File: config.mk
export PLATFORM = sky130hd
export DESIGN_NAME = pcd_top
export DESIGN_NICKNAME = d
export VERILOG_FILES = /design/src/rtl/pcd_pkg.sv /design/src/rtl/pcd_regs.sv /design/src/rtl/pcd_addr_gen.sv /design/src/rtl/pcd_mem_port.sv /design/src/rtl/pcd_top.sv
export SDC_FILE = /design/constraint.sdc
export NUM_CORES = 1
export LEC_CHECK = 0
export BUFFER_PORTS_ARGS = -buffer_cell sky130_fd_sc_hd__buf_2
export CAP_MARGIN = 0
export CORE_MARGIN = 3
export CORE_UTILIZATION = 55
export DETAILED_ROUTE_END_ITERATION = 7
export PLACE_DENSITY = 0.83
export SLEW_MARGIN = 20
export SYNTH_ARGS = -nofsm -noshare
export SYNTH_HDL_FRONTEND = slang
export SYNTH_HIERARCHICAL = 1
export SYNTH_SLANG_ARGS = --single-unit
File: constraint.sdc
create_clock -name clk_i -period 4 [get_ports clk_i]
set_input_delay 0.2 -clock clk_i [delete_from_list [all_inputs] [get_ports clk_i]]
set_output_delay 0.2 -clock clk_i [all_outputs]
set_load 0.05 [all_outputs]
File: src/rtl/pcd_pkg.sv
package pcd_pkg;
  localparam int unsigned REG_AW = 4;
  typedef enum logic [REG_AW-1:0] {
    OFF_A_LO  = 4'd0,
    OFF_A_HI  = 4'd1,
    OFF_B_LO  = 4'd2,
    OFF_B_HI  = 4'd3,
    OFF_LEN   = 4'd4,
    OFF_CHAIN = 4'd5,
    OFF_INCR  = 4'd6,
    OFF_STAT  = 4'd7,
    OFF_MASK  = 4'd8,
    OFF_EN    = 4'd9,
    OFF_RST   = 4'd10
  } reg_off_e;
endpackage

File: src/rtl/pcd_regs.sv
module pcd_regs import pcd_pkg::*; #(
  parameter int unsigned AW = 32,
  parameter int unsigned LW = 16,
  localparam int unsigned HW = AW / 2
) (
  input  logic              clk_i,
  input  logic              rst_ni,
  input  logic              we_i,
  input  logic [REG_AW-1:0] addr_i,
  input  logic [15:0]       wdata_i,
  input  logic              eop_set_i,
  output logic [AW-1:0]     dst_a_o,
  output logic [AW-1:0]     dst_b_o,
  output logic [LW-1:0]     len_o,
  output logic              chain_o,
  output logic              incr_o,
  output logic              mask_o,
  output logic              en_o,
  output logic              eop_o,
  output logic              start_o
);
  logic [HW-1:0] a_lo_q, b_lo_q;
  logic          rst_bit_q;

  always_ff @(posedge clk_i or negedge rst_ni) begin
    if (!rst_ni) begin
      a_lo_q    <= '0;
      b_lo_q    <= '0;
      dst_a_o   <= '0;
      dst_b_o   <= '0;
      len_o     <= LW'(1);
      chain_o   <= 1'b0;
      incr_o    <= 1'b0;
      mask_o    <= 1'b0;
      en_o      <= 1'b0;
      rst_bit_q <= 1'b0;
    end else if (we_i) begin
      unique case (reg_off_e'(addr_i))
        OFF_A_LO:  a_lo_q    <= wdata_i[HW-1:0];
        OFF_A_HI:  dst_a_o   <= {wdata_i[HW-1:0], a_lo_q};
        OFF_B_LO:  b_lo_q    <= wdata_i[HW-1:0];
        OFF_B_HI:  dst_b_o   <= {wdata_i[HW-1:0], b_lo_q};
        OFF_LEN:   len_o     <= wdata_i[LW-1:0];
        OFF_CHAIN: chain_o   <= wdata_i[0];
        OFF_INCR:  incr_o    <= wdata_i[0];
        OFF_MASK:  mask_o    <= wdata_i[0];
        OFF_EN:    en_o      <= wdata_i[0];
        OFF_RST:   rst_bit_q <= wdata_i[0];
        default: ;
      endcase
    end
  end

  // restart on a 0 -> 1 transition of the reset bit
  assign start_o = we_i && (addr_i == OFF_RST) && wdata_i[0] && !rst_bit_q;

  wire clr_eop = we_i && (addr_i == OFF_STAT) && wdata_i[0];

  always_ff @(posedge clk_i or negedge rst_ni) begin
    if (!rst_ni)        eop_o <= 1'b0;
    else if (eop_set_i) eop_o <= 1'b1;
    else if (clr_eop)   eop_o <= 1'b0;
  end
endmodule

File: src/rtl/pcd_addr_gen.sv
module pcd_addr_gen #(
  parameter int unsigned AW = 32,
  parameter int unsigned LW = 16,
  parameter int unsigned BYTES_PER_SMP = 2
) (
  input  logic          clk_i,
  input  logic          rst_ni,
  input  logic          start_i,
  input  logic          step_i,
  input  logic [AW-1:0] dst_a_i,
  input  logic [AW-1:0] dst_b_i,
  input  logic [LW-1:0] len_i,
  input  logic          chain_i,
  input  logic          incr_i,
  output logic [AW-1:0] addr_o,
  output logic          halted_o,
  output logic          eop_o
);
  logic [LW-1:0] cnt_q;
  logic          buf_q;

  wire last = (cnt_q == len_i - LW'(1));
  assign eop_o = step_i && last;

  always_ff @(posedge clk_i or negedge rst_ni) begin
    if (!rst_ni) begin
      cnt_q    <= '0;
      buf_q    <= 1'b0;
      addr_o   <= '0;
      halted_o <= 1'b0;
    end else if (start_i) begin
      cnt_q    <= '0;
      buf_q    <= 1'b0;
      addr_o   <= dst_a_i;
      halted_o <= 1'b0;
    end else if (step_i) begin
      if (last) begin
        cnt_q <= '0;
        if (chain_i) begin
          buf_q  <= ~buf_q;
          addr_o <= buf_q ? dst_a_i : dst_b_i;
        end else begin
          halted_o <= 1'b1;
        end
      end else begin
        cnt_q <= cnt_q + LW'(1);
        if (incr_i) addr_o <= addr_o + AW'(BYTES_PER_SMP);
      end
    end
  end
endmodule

File: src/rtl/pcd_mem_port.sv
module pcd_mem_port #(
  parameter int unsigned AW = 32,
  parameter int unsigned DW = 16
) (
  input  logic          clk_i,
  input  logic          rst_ni,
  input  logic          issue_i,
  input  logic [AW-1:0] addr_i,
  input  logic [DW-1:0] data_i,
  input  logic          ack_i,
  output logic          busy_o,
  output logic          req_o,
  output logic [AW-1:0] addr_o,
  output logic [DW-1:0] data_o
);
  assign busy_o = req_o && !ack_i;

  always_ff @(posedge clk_i or negedge rst_ni) begin
    if (!rst_ni) begin
      req_o  <= 1'b0;
      addr_o <= '0;
      data_o <= '0;
    end else if (issue_i) begin
      req_o  <= 1'b1;
      addr_o <= addr_i;
      data_o <= data_i;
    end else if (ack_i) begin
      req_o  <= 1'b0;
    end
  end
endmodule

File: src/rtl/pcd_top.sv
module pcd_top import pcd_pkg::*; #(
  parameter int unsigned AW = 32,
  parameter int unsigned DW = 16,
  parameter int unsigned LW = 16
) (
  input  logic              clk_i,
  input  logic              rst_ni,
  input  logic              reg_we_i,
  input  logic [REG_AW-1:0] reg_addr_i,
  input  logic [15:0]       reg_wdata_i,
  input  logic              smp_valid_i,
  input  logic [DW-1:0]     smp_data_i,
  output logic              mem_req_o,
  output logic [AW-1:0]     mem_addr_o,
  output logic [DW-1:0]     mem_data_o,
  input  logic              mem_ack_i,
  output logic              eop_o,
  output logic              irq_o,
  output logic              overrun_o
);
  localparam int unsigned SMP_BYTES = DW / 8;

  logic [AW-1:0] dst_a, dst_b, cur_addr;
  logic [LW-1:0] len;
  logic chain, incr, mask, en, start, halted, busy, eop_set;

  pcd_regs #(.AW(AW), .LW(LW)) i_regs (
    .clk_i, .rst_ni,
    .we_i(reg_we_i), .addr_i(reg_addr_i), .wdata_i(reg_wdata_i),
    .eop_set_i(eop_set),
    .dst_a_o(dst_a), .dst_b_o(dst_b), .len_o(len),
    .chain_o(chain), .incr_o(incr), .mask_o(mask), .en_o(en),
    .eop_o(eop_o), .start_o(start)
  );

  wire take  = smp_valid_i && en && !halted;
  wire step  = take && !busy;
  wire drop  = take && busy;

  pcd_addr_gen #(.AW(AW), .LW(LW), .BYTES_PER_SMP(SMP_BYTES)) i_addr_gen (
    .clk_i, .rst_ni,
    .start_i(start), .step_i(step),
    .dst_a_i(dst_a), .dst_b_i(dst_b), .len_i(len),
    .chain_i(chain), .incr_i(incr),
    .addr_o(cur_addr), .halted_o(halted), .eop_o(eop_set)
  );

  pcd_mem_port #(.AW(AW), .DW(DW)) i_mem_port (
    .clk_i, .rst_ni,
    .issue_i(step), .addr_i(cur_addr), .data_i(smp_data_i),
    .ack_i(mem_ack_i), .busy_o(busy),
    .req_o(mem_req_o), .addr_o(mem_addr_o), .data_o(mem_data_o)
  );

  always_ff @(posedge clk_i or negedge rst_ni) begin
    if (!rst_ni)   overrun_o <= 1'b0;
    else if (drop) overrun_o <= 1'b1;
  end

  assign irq_o = eop_o && mask;
endmodule

# Yosys cells after proc, flatten, opt, wreduce, memory -nomap -nowiden
# Cells that the tools add are included.
[classes]
order_cmp = 0
n_eq_ne = 13
bitwise = 1
n_mux = 21
div = 0
shift = 0
multipliers = 0
n_reduce_logical = 36
add_sub_neg = 3
[op_table]
columns = ["op", "n"]
rows = [
  ["$mux 32", 6],
  ["$mux 16", 3],
  ["$add 32x2->32 const B", 1],
  ["$reduce_and 2->1", 10],
  ["$add 16x1->16 const B", 1],
  ["$eq 16x16->1", 1],
  ["$eq 4x3->1 const B", 4],
  ["$sub 16x1->16 const B", 1],
  ["$eq 4x4->1 const B", 3],
  ["$logic_and 1x1->1", 12],
  ["$mux 1", 12],
  ["$reduce_bool 2->1", 5],
  ["$reduce_and 3->1", 3],
  ["$eq 4x2->1 const B", 2],
  ["$eq 4x1->1 const B", 1],
  ["$logic_not 1->1", 4],
  ["$logic_not 4->1", 1],
  ["$ne 3x2->1 const B", 1],
  ["$reduce_bool 3->1", 1],
  ["$ne 2x1->1 const B", 1],
  ["$not 1->1", 1],
]
[totals]
input_bits = 41
latchBits = 0
out_inout_bits = 52
n_memories = 0
rom_bits = 0
register_bits = 218
mem_bits_rw = 0
wordCells = 93

# Depth between registers and ports, before layout
# Gate-level depths: netlist of the first run.
[logic_depth]
word_depth = 6
ltp_mapped = 13
depth_no_buf = 11

# Hierarchy
# Netlist of the first run, hierarchy kept.
[modules_own_cells]
columns = ["module", "seq_area_each_um2", "cells_per_inst", "instances", "area_per_inst_um2"]
rows = [
  ["pcd_regs", 2954.1, 269, 1, 4703.3],
  ["pcd_addr_gen", 1251.2, 476, 1, 3936.3],
  ["pcd_mem_port", 1226.2, 104, 1, 1858.0],
  ["pcd_top", 25.0, 6, 1, 53.8],
]

# Worst setup path after synthesis of the first run
# OpenSTA, ideal clock, no wires.
[synth_path]
kind = "register to register"
start = "register i_regs.len_o[0]"
end = "register i_addr_gen.addr_o[10]"
setup_ns = 0.124
path_buffers = 1
stages_incl_launch_ff = 12
t_arrival_ns = 2.819
synth_period_minus_slack_ns = 2.943
t_required_ns = 3.876
setup_slack_ns = 1.057
cell_sequence = "dfstp_2 -> inv_1 -> ha_1 -> nor2b_1 -> or3_1 -> a31oi_1 -> o21ai_1 -> and4bb_2 -> nand2_2 -> a311oi_4 -> clkbuf_2 -> o21ai_1"
[synth_between]
elab_chain_len = 5
word_cells_on_any_way = 8
cone_classes = "1 x add/sub; 2 x eq/ne; 3 x mux; 2 x reduce/logical"
[synth_rtl]
columns = ["element", "line_no", "text"]
rows = [
  ["from (decl)", "pcd_regs.sv:14", "output logic [LW-1:0] len_o,"],
  ["from (signal assigned)", "pcd_regs.sv:43", "OFF_LEN: len_o <= wdata_i[LW-1:0];"],
  ["$sub 16x1->16 (*)", "pcd_addr_gen.sv:22", "wire last = (cnt_q == len_i - LW'(1));"],
  ["$eq 16x16->1 (*)", "pcd_addr_gen.sv:22", ""],
  ["$mux 32", "pcd_addr_gen.sv:37", "if (last) begin"],
  ["$mux 32", "pcd_addr_gen.sv:36", "end else if (step_i) begin"],
  ["$mux 32", "pcd_addr_gen.sv:31", "end else if (start_i) begin"],
  ["to (signal assigned)", "pcd_addr_gen.sv:34", "addr_o <= dst_a_i;"],
  ["to (signal assigned)", "pcd_addr_gen.sv:41", "addr_o <= buf_q ? dst_a_i : dst_b_i;"],
  ["to (signal assigned)", "pcd_addr_gen.sv:47", "if (incr_i) addr_o <= addr_o + AW'(BYTES_PER_SMP);"],
  ["to (decl)", "pcd_addr_gen.sv:15", "output logic [AW-1:0] addr_o,"],
]
# Every way passes the cells marked *; elsewhere a longest branch is shown, timed or not. The select of a mux whose other input is x is not followed.
# A chain may end at the register's enable or synchronous reset.

# Final worst setup path of the first run
[layout_path]
start = "register i_regs.len_o[1]"
end = "register i_addr_gen.addr_o[0]"
# The elaborated chain is that of the path after synthesis.

==> results of run 1 <==
==> repair_timing <==
| action | CTS | global route |
|---|---|---|
| endpoints found under the hold margin | 133 | 0 |
| setup buffers | 0 | 0 |
| hold buffers | 19 | 0 |
==> Yosys cell counts, types with 3 or more instances <==
cell type and n:
xor2_1 32, buf_6 15, o21ai_0 9, buf_2 4, xnor2_1 23, nand4_1 7
nor2b_1 3, nor3b_1 4, a21oi_1 10, nor4_1 3, nand2b_1 9, a31oi_1 8
mux2_2 42, mux2_1 67, inv_1 10, or3_1 5, and4_1 5, ha_1 3
and2_1 4, nor3_1 10, clkbuf_1 16, nor2_1 62, nand3_1 20, mux2_4 59
nand2_1 54, o22ai_1 27, o21bai_1 3, mux2i_1 29, and3_1 14, o221ai_1 3
buf_4 7, dfrtp_1 217, o21ai_1 32, nand4b_1 4
==> layout make-up <==
type | instances | area share
Inverter | 10 | 0.003107
Sequential cell | 218 | 0.4517
Multi-Input combinational cell | 580 | 0.3922
Clock inverter | 8 | 0.009529
Clock buffer | 34 | 0.05438
Timing Repair Buffer | 124 | 0.06484
Tap cell | 234 | 0.02424
==> layer usage <==
metal  vias up  GRT usage  wire (um)
met2       287     0.3955      11710
li1       3253          -          -
met5         -          0          0
met3        70    0.03406       1753
met1      3651     0.3296      10370
met4         0    0.08738        826
==> worst max-delay path: stages (launching register included) <==
cell	delay [ps]
dfrtp_1	420
inv_1	80
ha_1	270
nor3b_1	570
a31oi_1	200
o21bai_1	200
a31oi_1	360
nor4_4	110
a21oi_2	520
buf_4	430
o21ai_0	120
mux2_2	270
==> how the worst max path moves through the flow <==
| stage | from | slack (ps) | cells after the start | endpoint |
|---|---|---|---|---|
| 2_1_floorplan | i_regs/len_o[0] | 1060 | 11 | i_addr_gen/addr_o[10] |
| 3_3_place_gp | i_regs/len_o[1] | 620 | 11 | i_addr_gen/addr_o[0] |
| 3_5_place_dp | i_regs/len_o[1] | 560 | 11 | i_addr_gen/addr_o[0] |
| 4_1_cts | i_regs/len_o[1] | 530 | 11 | i_addr_gen/addr_o[0] |
| 5_1_grt | i_regs/len_o[1] | 210 | 12 | i_addr_gen/addr_o[23] |
| 6_report | i_regs/len_o[1] | 330 | 11 | i_addr_gen/addr_o[0] |
==> state kept, by name, summed over array words and instances (netlist names), 32 cells and up <==
| signal | flops |
|---|---|
| i_regs/dst_a_o | 32 |
| i_regs/dst_b_o | 32 |
| i_addr_gen/addr_o | 32 |
| i_mem_port/addr_o | 32 |
==> per-stage QoR <==
| step | std cells | util | hold slack, ps | setup slack, ps |
|---|---|---|---|---|
| floorplan | 855 | - | -95.59 | 1057 |
| global placement | 1147 | 0.5924 | 347.0 | 621.7 |
| detailed placement | 1147 | 0.5924 | 350.5 | 560.3 |
| CTS | 1208 | 0.6437 | 8.952 | 531.0 |
| global route | 1208 | 0.6437 | 17.39 | 206.1 |
| finish | 1208 | 0.6437 | 25.17 | 333.0 |
==> kinds of logic after synthesis <==
group / after synthesis / synth area share
simple gates: 224 / 0.1108
xor+xnor: 55 / 0.04565
flops: 218 / 0.5171
fa+ha+maj: 3 / 0.003558
buf+inv: 57 / 0.03629
compound gates: 101 / 0.05882
mux: 197 / 0.2278
==> power by group through the flow <==
stage | logic (mW) | clock network [mW] | registers, mW
2_1_floorplan | 0.912 | 0 | 3.46
3_5_place_dp | 1.75 | 0 | 3.11
4_1_cts | 1.79 | 2.20 | 3.09
3_3_place_gp | 1.69 | 0 | 3.09
6_report | 1.79 | 2.17 | 3.09
5_1_grt | 1.92 | 2.29 | 3.16
==> run metrics, run 1 <==
status=finished, final reports clean; Tmin final=~3700 ps; clock share of power=0.308; commonest non-fill, non-tap cells in the layout=dfrtp_1 (217), buf_2 (91), mux2_1 (67), nor2_1 (62), mux2_4 (59); vias in the first global route=approximately 7600; multi-input combinational cell area=roughly 4700 um2; Max Transition Viols Final=0; initial antenna violation count=2; Final Routed Wirelength=around 25 mm; Reg2Reg Launch Point=i_regs/len_o[1]; GRT Util Overall=0.2410; Hold WC Path Type=in -> reg; Clock Skews=roughly 21 ps; worst rel slew slack=0.2850; Avg WL per Cell=a little over 20 um; WS Path Type=reg -> reg; commonest non-fill, non-tap cell in the layout=dfrtp_1; FILL cells=1370; grt ovf=0; layout cells sized above 1=0.2639; initial DRC count=roughly 560; Layout area overhead=14.49%; Post-synth ARST share=1.000; number of synthesized register bits=218; CP endpoint kind=register; largest net degree at the start of global routing=117; Fin Setup TNS=0 ps; die width=approximately 140 um; post-synth top area share=0.5146; mapped cell area=~11000 um2; Critical Path RT=roughly 4400 ps; Post-Syn Area per Cell=between 10 and 15 um2; Max-Cap Viols=0; CTS-repair resized insts=0; Starting Density=0.5622; synthesized instance count=roughly 860; post-route ant nets=0; num ports=93; core area=roughly 19000 um2; sw frac=0.3311; WHS Endpoint=i_regs/a_lo_q[8]; Yosys top cell by area=dfrtp_1; maximum clock insertion buffer count=3; Yosys Warn Count=6; total power=~7 mW; RSZ-0062 raised after global routing=no; Die ar.=between 20000 and 25000 um2; fin nets=about 1000; Synth area leaders=dfrtp_1 (51%), mux2_4 (8.4%), mux2_1 (7.2%), mux2_2 (4.5%), mux2i_1 (2.8%); clock slew at reported path FFs=roughly 70 ps; Pwr Density=a little under 600 nW/um2; leakage power=around 5.6 nW; Peak VDD IR=approximately 480 uV; Tcrit/Tclk final=0.9168; I/O Buffers=roughly 90; combinational power share=0.254; number of synthesized flops with an enable pin=0; hold_sp=reg_wdata_i[8]; Worst EP arrival=roughly 4000 ps; CTS root buf=clkbuf_16; CTS tree=done; GPL Wtd Cong=just under 0.9; dpl cell area=11120 um2; clk_lat worst skew=530 ps; Design Area, Final=12080 um2; ant diodes=0; Seq. cell area=5456 um2; Sink Count=between 200 and 250; Die Ht=around 140 um; Switch Pwr=about 2.3 mW; worst reg2reg path depth=11; Hold Vio Cnt, Final=0; Via-to-Cell Ratio=between 6 and 7; TritonRoute pass-1 iters=5; Pint=4.715 mW; row count=50; DP HPWL=roughly 15 mm; syn nets=899; DRC=0; type of origin of the critical path=register; post-synth cell types=between 60 and 70; TritonCTS Buffers=23; Top FF cell, synth=dfrtp_1; first-pass GRT wire length=39.99 mm; sequential area share after synthesis=0.5171; worst slew pin tran=roughly 1100 ps; final setup fails=0; CTS H-tree depth=1; Seq pwr share=0.438; Max Fanout on Critical Path=25; Peak Freq=0.2727 GHz; reg2reg setup slack=330 ps; r2r endpoint=i_addr_gen/addr_o[0]; DR vias=between 7000 and 8000; WHS Path Cells=2
Power figures use the tool's default switching activity.
==> inputs of run 2 (changes only) <==
- ABC_AREA: default -> 1
==> run 2 against run 1 <==
Compared with the run above:
- die area is 12% higher
- cell count is 61% higher
- utilization is 0.50 points lower
- synthesized cell count is 84% higher
- area after synthesis is 13% higher
- critical path type unchanged
- largest cell class is now multi-input combinational cells
- highest routed layer unchanged
==> run metrics, run 2 <==
Die Ht=153.2 um; pre-CTS setup slack=1069 ps; post-route ant nets=0; largest net degree at the start of global routing=between 100 and 150; synthesized instance count=approximately 1600; vias in the first global route=about 10000; row count=53; Starting Density=0.5631; Layout area overhead=13.41%; mapped cell area=~12000 um2; Reg2Reg Launch Point=i_regs/len_o[0]; CTS tree=done; initial antenna violation count=0; CP endpoint kind=register; type of origin of the critical path=register; most used cell, CP=nand2_1; Peak VDD IR=a little over 400 uV; TritonCTS Buffers=24; CTS-repair resized insts=0; Yosys Warn Count=6; Die ar.=about 23000 um2; WHS Endpoint=i_regs/len_o[4]; ant diodes=0; DRC=0; num ports=a little over 90; commonest non-fill, non-tap cell in the layout=nand2_1; number of synthesized flops with an enable pin=0; Worst EP arrival=about 3400 ps; RSZ-0062 raised after global routing=no; Max-Cap Viols=0; CTS H-tree depth=1; r2r endpoint=i_addr_gen/addr_o[23]; reg2reg setup slack=roughly 1000 ps; Pwr Density=510.2 nW/um2; GPL Wtd Cong=approximately 0.94; Peak Freq=around 0.34 GHz; Avg WL per Cell=approximately 16 um; grt ovf=0; setup bufs post-CTS=0; Clock Skews=roughly 15 ps; fin nets=1699; post-synth top area share=0.4558; Synth area leaders=dfrtp_1 (46%), nand2_1 (23%), nand4_1 (6.0%), nand3_1 (4.1%), inv_1 (2.5%); hold_sp=reg_wdata_i[4]; slowest CP cell=dfstp_2; Critical Path RT=approximately 4500 ps; CP Cell Sequence=inv_1 -> ha_1 -> nand3_1 -> nand2_1 -> nand3_1 -> nand2_1 -> nor2_1 -> nand2_1 -> nor2_1 -> buf_4 -> nand2_1 -> nand2_1 -> nand3_1 -> nand2_1 -> nand2_1 -> nand2_1; post-synth cell types=38; Max Fanout on Critical Path=29; # hold bufs at CTS=30; number of synthesized register bits=around 220; clock slew at reported path FFs=approximately 60 ps; final setup fails=0; initial DRC count=just under 1000; Yosys top cell by area=dfrtp_1; Sink Count=around 220; Via-to-Cell Ratio=~5.5; Max Transition Viols Final=0; Tmin final=about 3000 ps; most common cell in the netlist=nand2_1; Post-synth ARST share=1.000; maximum clock insertion buffer count=3; Min Hold Slack=6.485 ps; I/O Buffers=a little over 90; WS Path Type=reg -> reg; first-pass GRT wire length=52.58 mm; Hold WC Path Type=in -> reg; leakage power=roughly 7.3 nW; DR vias=10640; Final WS setup=approximately 1000 ps; layout cells sized above 1=0.1219; Fin Setup TNS=0 ps; top cells by count, synth=nand2_1 (737), dfrtp_1 (217), nand4_1 (114); syn nets=1617; TritonRoute pass-1 iters=5; Tcrit/Tclk final=0.7417; worst slew pin tran=between 1000 and 1500 ps; worst rel slew slack=0.3239; clk_lat worst skew=approximately 520 ps; sequential area share after synthesis=0.4580; GRT Util Overall=0.2686; Hold Vio Cnt, Final=0; commonest non-fill, non-tap cells in the layout=nand2_1 (737), dfrtp_1 (217), nand4_1 (114), nand3_1 (97), buf_2 (91); CP max stage delay=around 550 ps; die width=between 150 and 200 um; core area=between 20000 and 25000 um2; CTS root buf=clkbuf_16; Post-Syn Area per Cell=about 7.6 um2; WHS Path Cells=3; DP HPWL=between 20 and 25 mm; Top FF cell, synth=dfrtp_1; worst reg2reg path depth=16; status=finished, final reports clean; Final Routed Wirelength=roughly 32 mm
==> run 2: cell types whose count changed in the layout (fill, tap and decap cells not counted), sizes merged, moves of 27 or more <==
cell   change
inv       +76
o22ai     -27
nand2    +696
mux2     -168
nand4    +107
nand3     +86
==> run 2: final cells by class <==
type / count / area (um2)
Clock buffer: 34 / 698.2
Clock inverter: 10 / 122.6
Fill cell: 1812 / 7644
Inverter: 87 / 326.6
Multi-Input combinational cell: 1187 / 5668
Sequential cell: 218 / 5456
Tap cell: 275 / 344.1
Timing Repair Buffer: 137 / 894.6
==> run 2: worst max-delay path, delay by kind of cell, from the launching register on <==
family | cells | cell delay [ps]
and+or+nand+nor | 13 | 1690
DFF | 1 | 550
buffers and inverters | 2 | 360
adders and majority gates | 1 | 270
==> run 2: cell families after synthesis <==
kind of cell	Yosys count	synth area share
flops	218	0.4580
compound gates	24	0.01092
xor+xnor	48	0.03529
simple gates	1088	0.4055
mux	24	0.02017
buf+inv	168	0.06691
fa+ha+maj	3	0.003151
==> run 2: per-layer routing <==
layer  track usage  routed length (um)  part of all wire  up-vias
met1        0.4141               14650              0.46     4963
met3       0.04020                2316             0.073       56
met2        0.4010               13770              0.44      409
met4       0.06831                 832             0.026        0
li1              -                   -                 -     5214
met5             0                   0                 0        -
==> run 2: report_power, final <==
| part | switching [mW] | total, mW | leakage (nW) | internal (mW) |
|---|---|---|---|---|
| registers | 0.347 | 2.93 | 2.87 | 2.58 |
| logic | 1.19 | 1.71 | 4.03 | 0.518 |
| clock network | 0.898 | 2.25 | 0.407 | 1.35 |
| total | 2.44 | 6.89 | 7.31 | 4.46 |
==> run 2: through the flow <==
stage,instance area (um2),power [mW],util,cells
6_report,13510,6.894,0.6387,1948
5_1_grt,13510,7.271,0.6387,1948
4_1_cts,13510,6.914,0.6387,1948
3_5_place_dp,12390,4.623,0.5857,1874
3_3_place_gp,12390,4.565,0.5857,1874
2_1_floorplan,11910,4.152,-,1573
==> run 2: how the worst max path moves through the flow <==
| stage | from | to | depth (start not counted) |
|---|---|---|---|
| global route | i_regs/len_o[0] | i_addr_gen/addr_o[23] | 17 |
| finish | i_regs/len_o[0] | i_addr_gen/addr_o[23] | 16 |
| global placement | i_regs/len_o[0] | i_addr_gen/addr_o[23] | 17 |
| CTS | i_regs/len_o[0] | i_addr_gen/addr_o[5] | 16 |
| detailed placement | i_regs/len_o[0] | i_addr_gen/addr_o[23] | 16 |
| floorplan | i_mem_port/req_o | i_addr_gen/cnt_q[14] | 13 |
